### src/rtl/bfalu_pkg.sv
package bfalu_pkg;

    localparam int FLAG_W = 6;
    localparam int FL_C = 0;
    localparam int FL_Z = 1;
    localparam int FL_N = 2;
    localparam int FL_V = 3;
    localparam int FL_S = 4;
    localparam int FL_H = 5;

    typedef enum logic [3:0] {
        OP_ADD  = 4'd0,
        OP_ADC  = 4'd1,
        OP_SUB  = 4'd2,
        OP_SBC  = 4'd3,
        OP_AND  = 4'd4,
        OP_OR   = 4'd5,
        OP_XOR  = 4'd6,
        OP_SETB = 4'd7,
        OP_CLRB = 4'd8,
        OP_INC  = 4'd9,
        OP_DEC  = 4'd10,
        OP_TST  = 4'd11,
        OP_CLR  = 4'd12,
        OP_COM  = 4'd13,
        OP_NEG  = 4'd14,
        OP_SER  = 4'd15
    } op_e;

    typedef enum logic [1:0] {
        ST_IDLE     = 2'd0,
        ST_LOWSTEP  = 2'd1,
        ST_HIGHSTEP = 2'd2
    } wstate_e;

    // Status bits each opcode may rewrite; all others pass through.
    function automatic logic [FLAG_W-1:0] flag_mask(op_e op);
        logic [FLAG_W-1:0] m;
        m = '0;
        case (op)
            OP_ADD, OP_ADC, OP_SUB, OP_SBC, OP_NEG: begin
                m[FL_C] = 1'b1; m[FL_Z] = 1'b1; m[FL_N] = 1'b1;
                m[FL_V] = 1'b1; m[FL_H] = 1'b1;
            end
            OP_COM: begin
                m[FL_C] = 1'b1; m[FL_Z] = 1'b1; m[FL_N] = 1'b1; m[FL_V] = 1'b1;
            end
            OP_SER: m = '0;
            default: begin
                m[FL_Z] = 1'b1; m[FL_N] = 1'b1; m[FL_V] = 1'b1;
            end
        endcase
        return m;
    endfunction

endpackage

### src/rtl/bfalu_addsub.sv
module bfalu_addsub #(
    parameter int W  = 8,
    parameter int HB = 4
) (
    input  logic [W-1:0] a_i,
    input  logic [W-1:0] b_i,
    input  logic         cin_i,
    input  logic         sub_i,
    output logic [W-1:0] sum_o,
    output logic         cout_o,
    output logic         half_o,
    output logic         ovf_o
);
    logic [W-1:0]  bx;
    logic          c0;
    logic [W:0]    full;
    logic [HB:0]   low;

    always_comb begin
        // Subtract runs as a + ~b + ~borrow; outgoing carries invert to borrows.
        bx     = sub_i ? ~b_i : b_i;
        c0     = sub_i ? ~cin_i : cin_i;
        full   = {1'b0, a_i} + {1'b0, bx} + {{W{1'b0}}, c0};
        low    = {1'b0, a_i[HB-1:0]} + {1'b0, bx[HB-1:0]} + {{HB{1'b0}}, c0};
        sum_o  = full[W-1:0];
        cout_o = sub_i ? ~full[W] : full[W];
        half_o = sub_i ? ~low[HB] : low[HB];
        ovf_o  = (a_i[W-1] == bx[W-1]) && (full[W-1] != a_i[W-1]);
    end

endmodule

### src/rtl/bfalu_logic.sv
module bfalu_logic
    import bfalu_pkg::*;
#(
    parameter int W = 8
) (
    input  op_e          op_i,
    input  logic [W-1:0] a_i,
    input  logic [W-1:0] b_i,
    output logic [W-1:0] res_o
);
    always_comb begin
        case (op_i)
            OP_AND:          res_o = a_i & b_i;
            OP_OR, OP_SETB:  res_o = a_i | b_i;
            OP_XOR:          res_o = a_i ^ b_i;
            OP_CLRB:         res_o = a_i & ~b_i;
            OP_TST:          res_o = a_i;
            OP_CLR:          res_o = a_i ^ a_i;
            OP_COM:          res_o = ~a_i;
            OP_SER:          res_o = '1;
            default:         res_o = '0;
        endcase
    end

endmodule

### src/rtl/bfalu_byte_core.sv
module bfalu_byte_core
    import bfalu_pkg::*;
#(
    parameter int W = 8
) (
    input  logic [3:0]        op_i,
    input  logic [W-1:0]      a_i,
    input  logic [W-1:0]      b_i,
    input  logic [FLAG_W-1:0] flags_i,
    output logic [W-1:0]      res_o,
    output logic [FLAG_W-1:0] flags_o
);
    localparam int HALF = W / 2;

    op_e               op;
    logic [W-1:0]      ad_a, ad_b, ad_sum, lg_res, res;
    logic              ad_cin, ad_sub, ad_cout, ad_half, ad_ovf;
    logic              use_adder;
    logic [FLAG_W-1:0] calc, mask;

    assign op = op_e'(op_i);

    always_comb begin
        ad_a      = a_i;
        ad_b      = b_i;
        ad_cin    = 1'b0;
        ad_sub    = 1'b0;
        use_adder = 1'b1;
        unique case (op)
            OP_ADD: ;
            OP_ADC: ad_cin = flags_i[FL_C];
            OP_SUB: ad_sub = 1'b1;
            OP_SBC: begin ad_sub = 1'b1; ad_cin = flags_i[FL_C]; end
            OP_INC: ad_b = {{(W-1){1'b0}}, 1'b1};
            OP_DEC: begin ad_b = {{(W-1){1'b0}}, 1'b1}; ad_sub = 1'b1; end
            OP_NEG: begin ad_a = '0; ad_b = a_i; ad_sub = 1'b1; end
            OP_AND, OP_OR, OP_XOR, OP_SETB, OP_CLRB,
            OP_TST, OP_CLR, OP_COM, OP_SER: use_adder = 1'b0;
        endcase
    end

    bfalu_addsub #(.W(W), .HB(HALF)) u_addsub (
        .a_i   (ad_a),
        .b_i   (ad_b),
        .cin_i (ad_cin),
        .sub_i (ad_sub),
        .sum_o (ad_sum),
        .cout_o(ad_cout),
        .half_o(ad_half),
        .ovf_o (ad_ovf)
    );

    bfalu_logic #(.W(W)) u_logic (
        .op_i (op),
        .a_i  (a_i),
        .b_i  (b_i),
        .res_o(lg_res)
    );

    always_comb begin
        res          = use_adder ? ad_sum : lg_res;
        mask         = flag_mask(op);
        calc[FL_C]   = (op == OP_COM) ? 1'b1 : ad_cout;
        // Subtract with borrow keeps Z sticky so multi-byte compares chain.
        calc[FL_Z]   = (res == '0) && ((op == OP_SBC) ? flags_i[FL_Z] : 1'b1);
        calc[FL_N]   = res[W-1];
        calc[FL_V]   = use_adder ? ad_ovf : 1'b0;
        calc[FL_S]   = calc[FL_N] ^ calc[FL_V];
        calc[FL_H]   = ad_half;
        res_o        = res;
        flags_o      = (flags_i & ~mask) | (calc & mask);
    end

endmodule

### src/rtl/bfalu_word_seq.sv
module bfalu_word_seq
    import bfalu_pkg::*;
#(
    parameter int W     = 8,
    parameter int IMM_W = 6
) (
    input  logic              clk,
    input  logic              rst_n,
    input  logic              start_i,
    input  logic              sub_i,
    input  logic [W-1:0]      lo_i,
    input  logic [W-1:0]      hi_i,
    input  logic [IMM_W-1:0]  imm_i,
    input  logic              h_in_i,
    output logic              busy_o,
    output logic              done_o,
    output logic [2*W-1:0]    res_o,
    output logic [FLAG_W-1:0] flags_o
);
    wstate_e          state_q, state_d;
    logic [W-1:0]     lo_q, hi_q, lo_res_q;
    logic [IMM_W-1:0] imm_q;
    logic             sub_q, h_q, cy_q;
    logic [W-1:0]     st_a, st_b, st_sum;
    logic             st_cin, st_cout, st_ovf;
    logic [W:0]       st_full;

    // State register
    always_ff @(posedge clk or negedge rst_n) begin
        if (!rst_n) state_q <= ST_IDLE;
        else        state_q <= state_d;
    end

    // Transitions
    always_comb begin
        state_d = state_q;
        unique case (state_q)
            ST_IDLE:     if (start_i) state_d = ST_LOWSTEP;
            ST_LOWSTEP:  state_d = ST_HIGHSTEP;
            ST_HIGHSTEP: state_d = ST_IDLE;
            default:     state_d = ST_IDLE;
        endcase
    end

    // One shared 8-bit step: low byte with immediate, then high byte with carry.
    always_comb begin
        if (state_q == ST_LOWSTEP) begin
            st_a   = lo_q;
            st_b   = {{(W-IMM_W){1'b0}}, imm_q};
            st_cin = 1'b0;
        end else begin
            st_a   = hi_q;
            st_b   = '0;
            st_cin = cy_q;
        end
        if (sub_q) st_full = {1'b0, st_a} - {1'b0, st_b} - {{W{1'b0}}, st_cin};
        else       st_full = {1'b0, st_a} + {1'b0, st_b} + {{W{1'b0}}, st_cin};
        st_sum  = st_full[W-1:0];
        st_cout = st_full[W];
        st_ovf  = sub_q ? (hi_q[W-1] & ~st_sum[W-1]) : (~hi_q[W-1] & st_sum[W-1]);
    end

    // Datapath and outputs
    always_ff @(posedge clk or negedge rst_n) begin
        if (!rst_n) begin
            lo_q     <= '0;
            hi_q     <= '0;
            imm_q    <= '0;
            sub_q    <= 1'b0;
            h_q      <= 1'b0;
            cy_q     <= 1'b0;
            lo_res_q <= '0;
            done_o   <= 1'b0;
            res_o    <= '0;
            flags_o  <= '0;
        end else begin
            done_o <= 1'b0;
            unique case (state_q)
                ST_IDLE: begin
                    if (start_i) begin
                        lo_q  <= lo_i;
                        hi_q  <= hi_i;
                        imm_q <= imm_i;
                        sub_q <= sub_i;
                        h_q   <= h_in_i;
                    end
                end
                ST_LOWSTEP: begin
                    lo_res_q <= st_sum;
                    cy_q     <= st_cout;
                end
                ST_HIGHSTEP: begin
                    res_o          <= {st_sum, lo_res_q};
                    flags_o[FL_C]  <= st_cout;
                    flags_o[FL_Z]  <= ({st_sum, lo_res_q} == '0);
                    flags_o[FL_N]  <= st_sum[W-1];
                    flags_o[FL_V]  <= st_ovf;
                    flags_o[FL_S]  <= st_sum[W-1] ^ st_ovf;
                    flags_o[FL_H]  <= h_q;
                    done_o         <= 1'b1;
                end
                default: ;
            endcase
        end
    end

    assign busy_o = (state_q != ST_IDLE);

endmodule

### src/rtl/byteflag_alu.sv
module byteflag_alu
    import bfalu_pkg::*;
#(
    parameter int DW    = 8,
    parameter int IMM_W = 6
) (
    input  logic                clk,
    input  logic                rst_n,
    input  logic [3:0]          op_i,
    input  logic [DW-1:0]       a_i,
    input  logic [DW-1:0]       b_i,
    input  logic [FLAG_W-1:0]   flags_i,
    output logic [DW-1:0]       res_o,
    output logic [FLAG_W-1:0]   flags_o,
    input  logic                wstart_i,
    input  logic                wsub_i,
    input  logic [DW-1:0]       wlo_i,
    input  logic [DW-1:0]       whi_i,
    input  logic [IMM_W-1:0]    wimm_i,
    output logic                wbusy_o,
    output logic                wdone_o,
    output logic [2*DW-1:0]     wres_o,
    output logic [FLAG_W-1:0]   wflags_o
);
    localparam int WW = 2 * DW;

    logic [WW-1:0] wres;

    bfalu_byte_core #(.W(DW)) u_byte (
        .op_i   (op_i),
        .a_i    (a_i),
        .b_i    (b_i),
        .flags_i(flags_i),
        .res_o  (res_o),
        .flags_o(flags_o)
    );

    bfalu_word_seq #(.W(DW), .IMM_W(IMM_W)) u_word (
        .clk    (clk),
        .rst_n  (rst_n),
        .start_i(wstart_i),
        .sub_i  (wsub_i),
        .lo_i   (wlo_i),
        .hi_i   (whi_i),
        .imm_i  (wimm_i),
        .h_in_i (flags_i[FL_H]),
        .busy_o (wbusy_o),
        .done_o (wdone_o),
        .res_o  (wres),
        .flags_o(wflags_o)
    );

    assign wres_o = wres;

endmodule

### config.mk
export PLATFORM = sky130hd
export DESIGN_NAME = byteflag_alu
export DESIGN_NICKNAME = d
export VERILOG_FILES = /design/src/rtl/bfalu_pkg.sv /design/src/rtl/bfalu_addsub.sv /design/src/rtl/bfalu_logic.sv /design/src/rtl/bfalu_byte_core.sv /design/src/rtl/bfalu_word_seq.sv /design/src/rtl/byteflag_alu.sv
export SDC_FILE = /design/constraint.sdc
export NUM_CORES = 1
export LEC_CHECK = 0
export ABC_AREA = 1
export CAP_MARGIN = 20
export CORE_UTILIZATION = 53
export CTS_CLUSTER_DIAMETER = 80
export DETAILED_ROUTE_END_ITERATION = 16
export GPL_TIMING_DRIVEN = 1
export PLACE_DENSITY = 0.81
export SETUP_SLACK_MARGIN = 0.4
export SYNTH_ARGS = -nofsm -noshare
export SYNTH_HDL_FRONTEND = slang
export SYNTH_SLANG_ARGS = --single-unit
### constraint.sdc
create_clock -name clk -period 5.55 [get_ports clk]
set_clock_uncertainty 0.15 [all_clocks]
set_input_delay 1.11 -clock clk [delete_from_list [all_inputs] [get_ports clk]]
set_output_delay 1.11 -clock clk [all_outputs]
set_load 0.05 [all_outputs]
==> results.md <==
* Status: complete, no violations
* Hold Crit Class: flip-flop to flip-flop
* Worst skew pair latency at 0.33 ns
* Worst Hold Launch: u_word.res_o[5]$_DFFE_PN0P_
* Hold violation count in the final report at 0
* Synthesized Nets at a little under 800
* Slew Viols, Final at 0
* Top post-synthesis cells by area: dfrtp_1 (31%), nand2_1 (20%), inv_1 (9.5%)
* Peak supply drop at around 0.00019 V
* Reg2Reg Launch Point: u_word.state_q[1]$_DFFE_PN0P_
* Max stage delay cell, worst path: fa_2
* Die H at approximately 95 µm
* DR iter-0 viols at 265
* Hold EP: u_word.res_o[5]$_DFFE_PN0P_
* Remaining antenna violation count at 0
* RD Place Congestion at 0.950
* Fillers at about 640
* Reg2reg path depth at 20
* Async set-reset flop share out of synthesis at 100%
* Reg clk slew, reported paths at ~0.060 ns
* Max-Slew Margin vs Limit at ~42%
* Input/output buffers at 87
* Vias/cell at around 5.3
* Delay-heaviest family, CP: simple AND/OR/NAND/NOR gates
* YS warnings at 0
* Htree depth at 3
* Critical path type: input pin to primary output
* Capture point of the worst reg-to-reg path: u_word.flags_o[3]$_DFFE_PN0P_
* Post-synthesis mux area share at 0%
* Tmin final at around 5 ns
* Leakage power at around 3.4 nW
* Hold path depth at 2
* Final setup violating endpoints at 0
* Post-Syn Area at about 0.0046 mm²
* Sink Count at 57
* Critical-path cell list: buf_6 > inv_2 > nor2_4 > inv_4 > nor2_8 > inv_6 > o31ai_4 > buf_6 > buf_4 > o22ai_2 > xor2_2 > inv_1 > fa_2 > buf_4 > xor2_1 > nor2_1 > nor2_1 > nand2_1 > nor2_2 > nand3_1 > nand2_2 > buf_12
* Drt drc at 0
* Core area at slightly above 0.008 mm²
* Placement Setup Slack at -0.0735 ns
* Std cell rows at 33
* Worst-margin pin slew at between 0.8 and 0.9 ns
* R2R setup slack at 1.79 ns
* Post-synthesis adder-cell area fraction at just over 10%
* Top cell type by total area after synthesis: dfrtp_1
* Largest net degree at the start of global routing at 58
* Grt ovf at 0
* Vias post-DR at between 4,000 and 5,000
* Synth Area in Compound Gates at between 10 and 15%
* Initial antenna violation count at 0
* GRT Util Overall at 30.6%
* Max incr delay on CP at ~0.41 ns
* Cts bufs inserted at 9
* Yosys cell types at 33
* Worst endpoint required time at 4.29 ns
* Total Routed Length at approximately 13,000 µm
* Sequential area share after synthesis at 31.0%
* Starting Density at between 50% and 60%
* Setup slack after layout at ~0.44 ns
* Number of synthesized register bits at 57
* RSZ-0062 raised after global routing: false
* Clk root buf: clkbuf_8
* DP HPWL at 10,300 µm
* Worst setup EP type: primary output
* Syn Area/Cell at ~6.5 µm²
* XOR/XNOR share of the synthesized area at under 10%
* Post-synth EDFFs at 0
* CTS Hold Buffers Added at 0
* Die area at about 0.009 mm²
* # nets final at 904
* Ys flop type: dfrtp_1
* Syn Inst Count at 708
* Main combinational cell family by area after synthesis: simple AND/OR/NAND/NOR gates
* I/O Pins at 90
* PwrDens at 391 mW/mm²
* Synth top area share at 31.0%
* Fmax at slightly below 0.2 GHz
* Critical Path Source Type: input pin
* CTS tree: yes
* WP depth at 22
* Vias in the first global route at 4,536
* Crit path DAT at roughly 3.9 ns
* Max-cap violations at 0
* Buf/Inv on CP at 9
* Area growth syn-to-layout at 34.7%
* Setup total negative slack at 0 ns
* Ant diodes at 0
* Crit path max fanout at 6
* Routed length per instance at roughly 14 µm
* Largest buffer count on any clock path at 2
* Post-synthesis simple-gate area fraction at 33.2%
* Drt first pass iters at 7
* Tcrit/Tclk final at 92.0%
* Die X at ~95 µm
* Hold WS at 0.325 ns
* Share of layout cells above drive strength 1 at 13.9%
* First-pass GRT wire length at approximately 21,000 µm
==> worst min-delay path: cells and delay by family, from the launching register on <==
family           cells  cell delay, ns
DFF                  1            0.34
and+or+nand+nor      2            0.10
==> state kept, by name (all words and copies together) (netlist names), 2 cells and up <==
| name | cells |
|---|---|
| u_word.flags_o | 6 |
| u_word.hi_q | 8 |
| u_word.imm_q | 6 |
| u_word.lo_q | 8 |
| u_word.state_q | 2 |
| u_word.res_o | 15 |
| u_word.lo_res_q | 8 |
==> layer usage <==
metal	track usage [%]	wire length [µm]	vias up
li1	-	-	2420
met1	41.3	5910	2248
met2	51.1	6420	193
met3	3.67	880	18
met4	9.34	217	0
met5	0	0	-
==> metrics by stage <==
| step | instance area, µm² | util [%] | total power [mW] | std cells |
|---|---|---|---|---|
| floorplan | 4610 | - | 1.54 | 708 |
| global placement | 5770 | 69.5 | 1.96 | 904 |
| detailed placement | 5770 | 69.5 | 1.99 | 904 |
| CTS | 6000 | 72.3 | 2.39 | 921 |
| global route | 6200 | 74.7 | 2.59 | 927 |
| finish | 6200 | 74.7 | 2.42 | 927 |
==> logic make-up after synthesis <==
| kind of cell | after synthesis |
|---|---|
| xor+xnor | 15 |
| simple gates | 368 |
| flops | 57 |
| compound gates | 95 |
| buf+inv | 138 |
| fa+ha+maj | 35 |
==> placed cells by master, fill, tap and decap left out, types with 7 or more instances in the layout <==
cell / Yosys / layout
nand3_1: 33 / 32
nand2_1: 242 / 232
clkbuf_8: 0 / 10
buf_4: 3 / 27
buf_12: 0 / 10
nor2_1: 66 / 64
xor2_1: 12 / 9
inv_1: 116 / 110
inv_2: 5 / 9
ha_1: 30 / 29
nand2_2: 0 / 8
a21oi_1: 21 / 17
nand4_1: 7 / 7
o21ai_0: 57 / 57
dfrtp_1: 57 / 57
clkdlybuf4s50_1: 0 / 69
==> layout make-up <==
cell class / count / area (µm²) / share of cell area, %
Clock buffer: 10 / 138 / 2.22
Multi-Input combinational cell: 513 / 2820 / 45.4
Sequential cell: 57 / 1430 / 23.0
Timing Repair Buffer: 113 / 1160 / 18.7
Tap cell: 105 / 131 / 2.12
Clock inverter: 6 / 57.6 / 0.929
Inverter: 123 / 469 / 7.57
==> power by group <==
part | switching (mW) | internal (mW)
clock | 0.177 | 0.216
sequential | 0.0816 | 0.555
combinational | 0.904 | 0.488
total | 1.16 | 1.26
==> cells in the mapped netlist (3+ instances only) <==
cell / count
nand4_1: 7
inv_1: 116
nor2_2: 4
buf_1: 4
dfrtp_1: 57
nand3_1: 33
o22ai_1: 9
xnor2_1: 3
a21oi_1: 21
o21ai_0: 57
xor2_1: 12
fa_1: 5
inv_2: 5
ha_1: 30
buf_4: 3
a31oi_1: 4
clkbuf_1: 7
nor2_1: 66
nand2_1: 242
nor3_1: 6
==> what timing repair did <==
item / in CTS / in global routing
endpoints found under the hold margin: 0 / 0
gates resized for setup: 22 / 52
pin swaps: 2 / 27
setup buffers: 1 / 6
setup endpoints to repair: 11 / 3
cloned: 0 / 0
==> how the worst max path moves through the flow <==
stage | startpoint | end
2_1_floorplan | op_i[2] | flags_o[1]
3_5_place_dp | op_i[0] | flags_o[1]
4_1_cts | op_i[1] | flags_o[1]
5_1_grt | op_i[1] | flags_o[1]
3_3_place_gp | op_i[0] | flags_o[1]
6_report | op_i[1] | flags_o[1]
(Power assumes the default switching activity.)
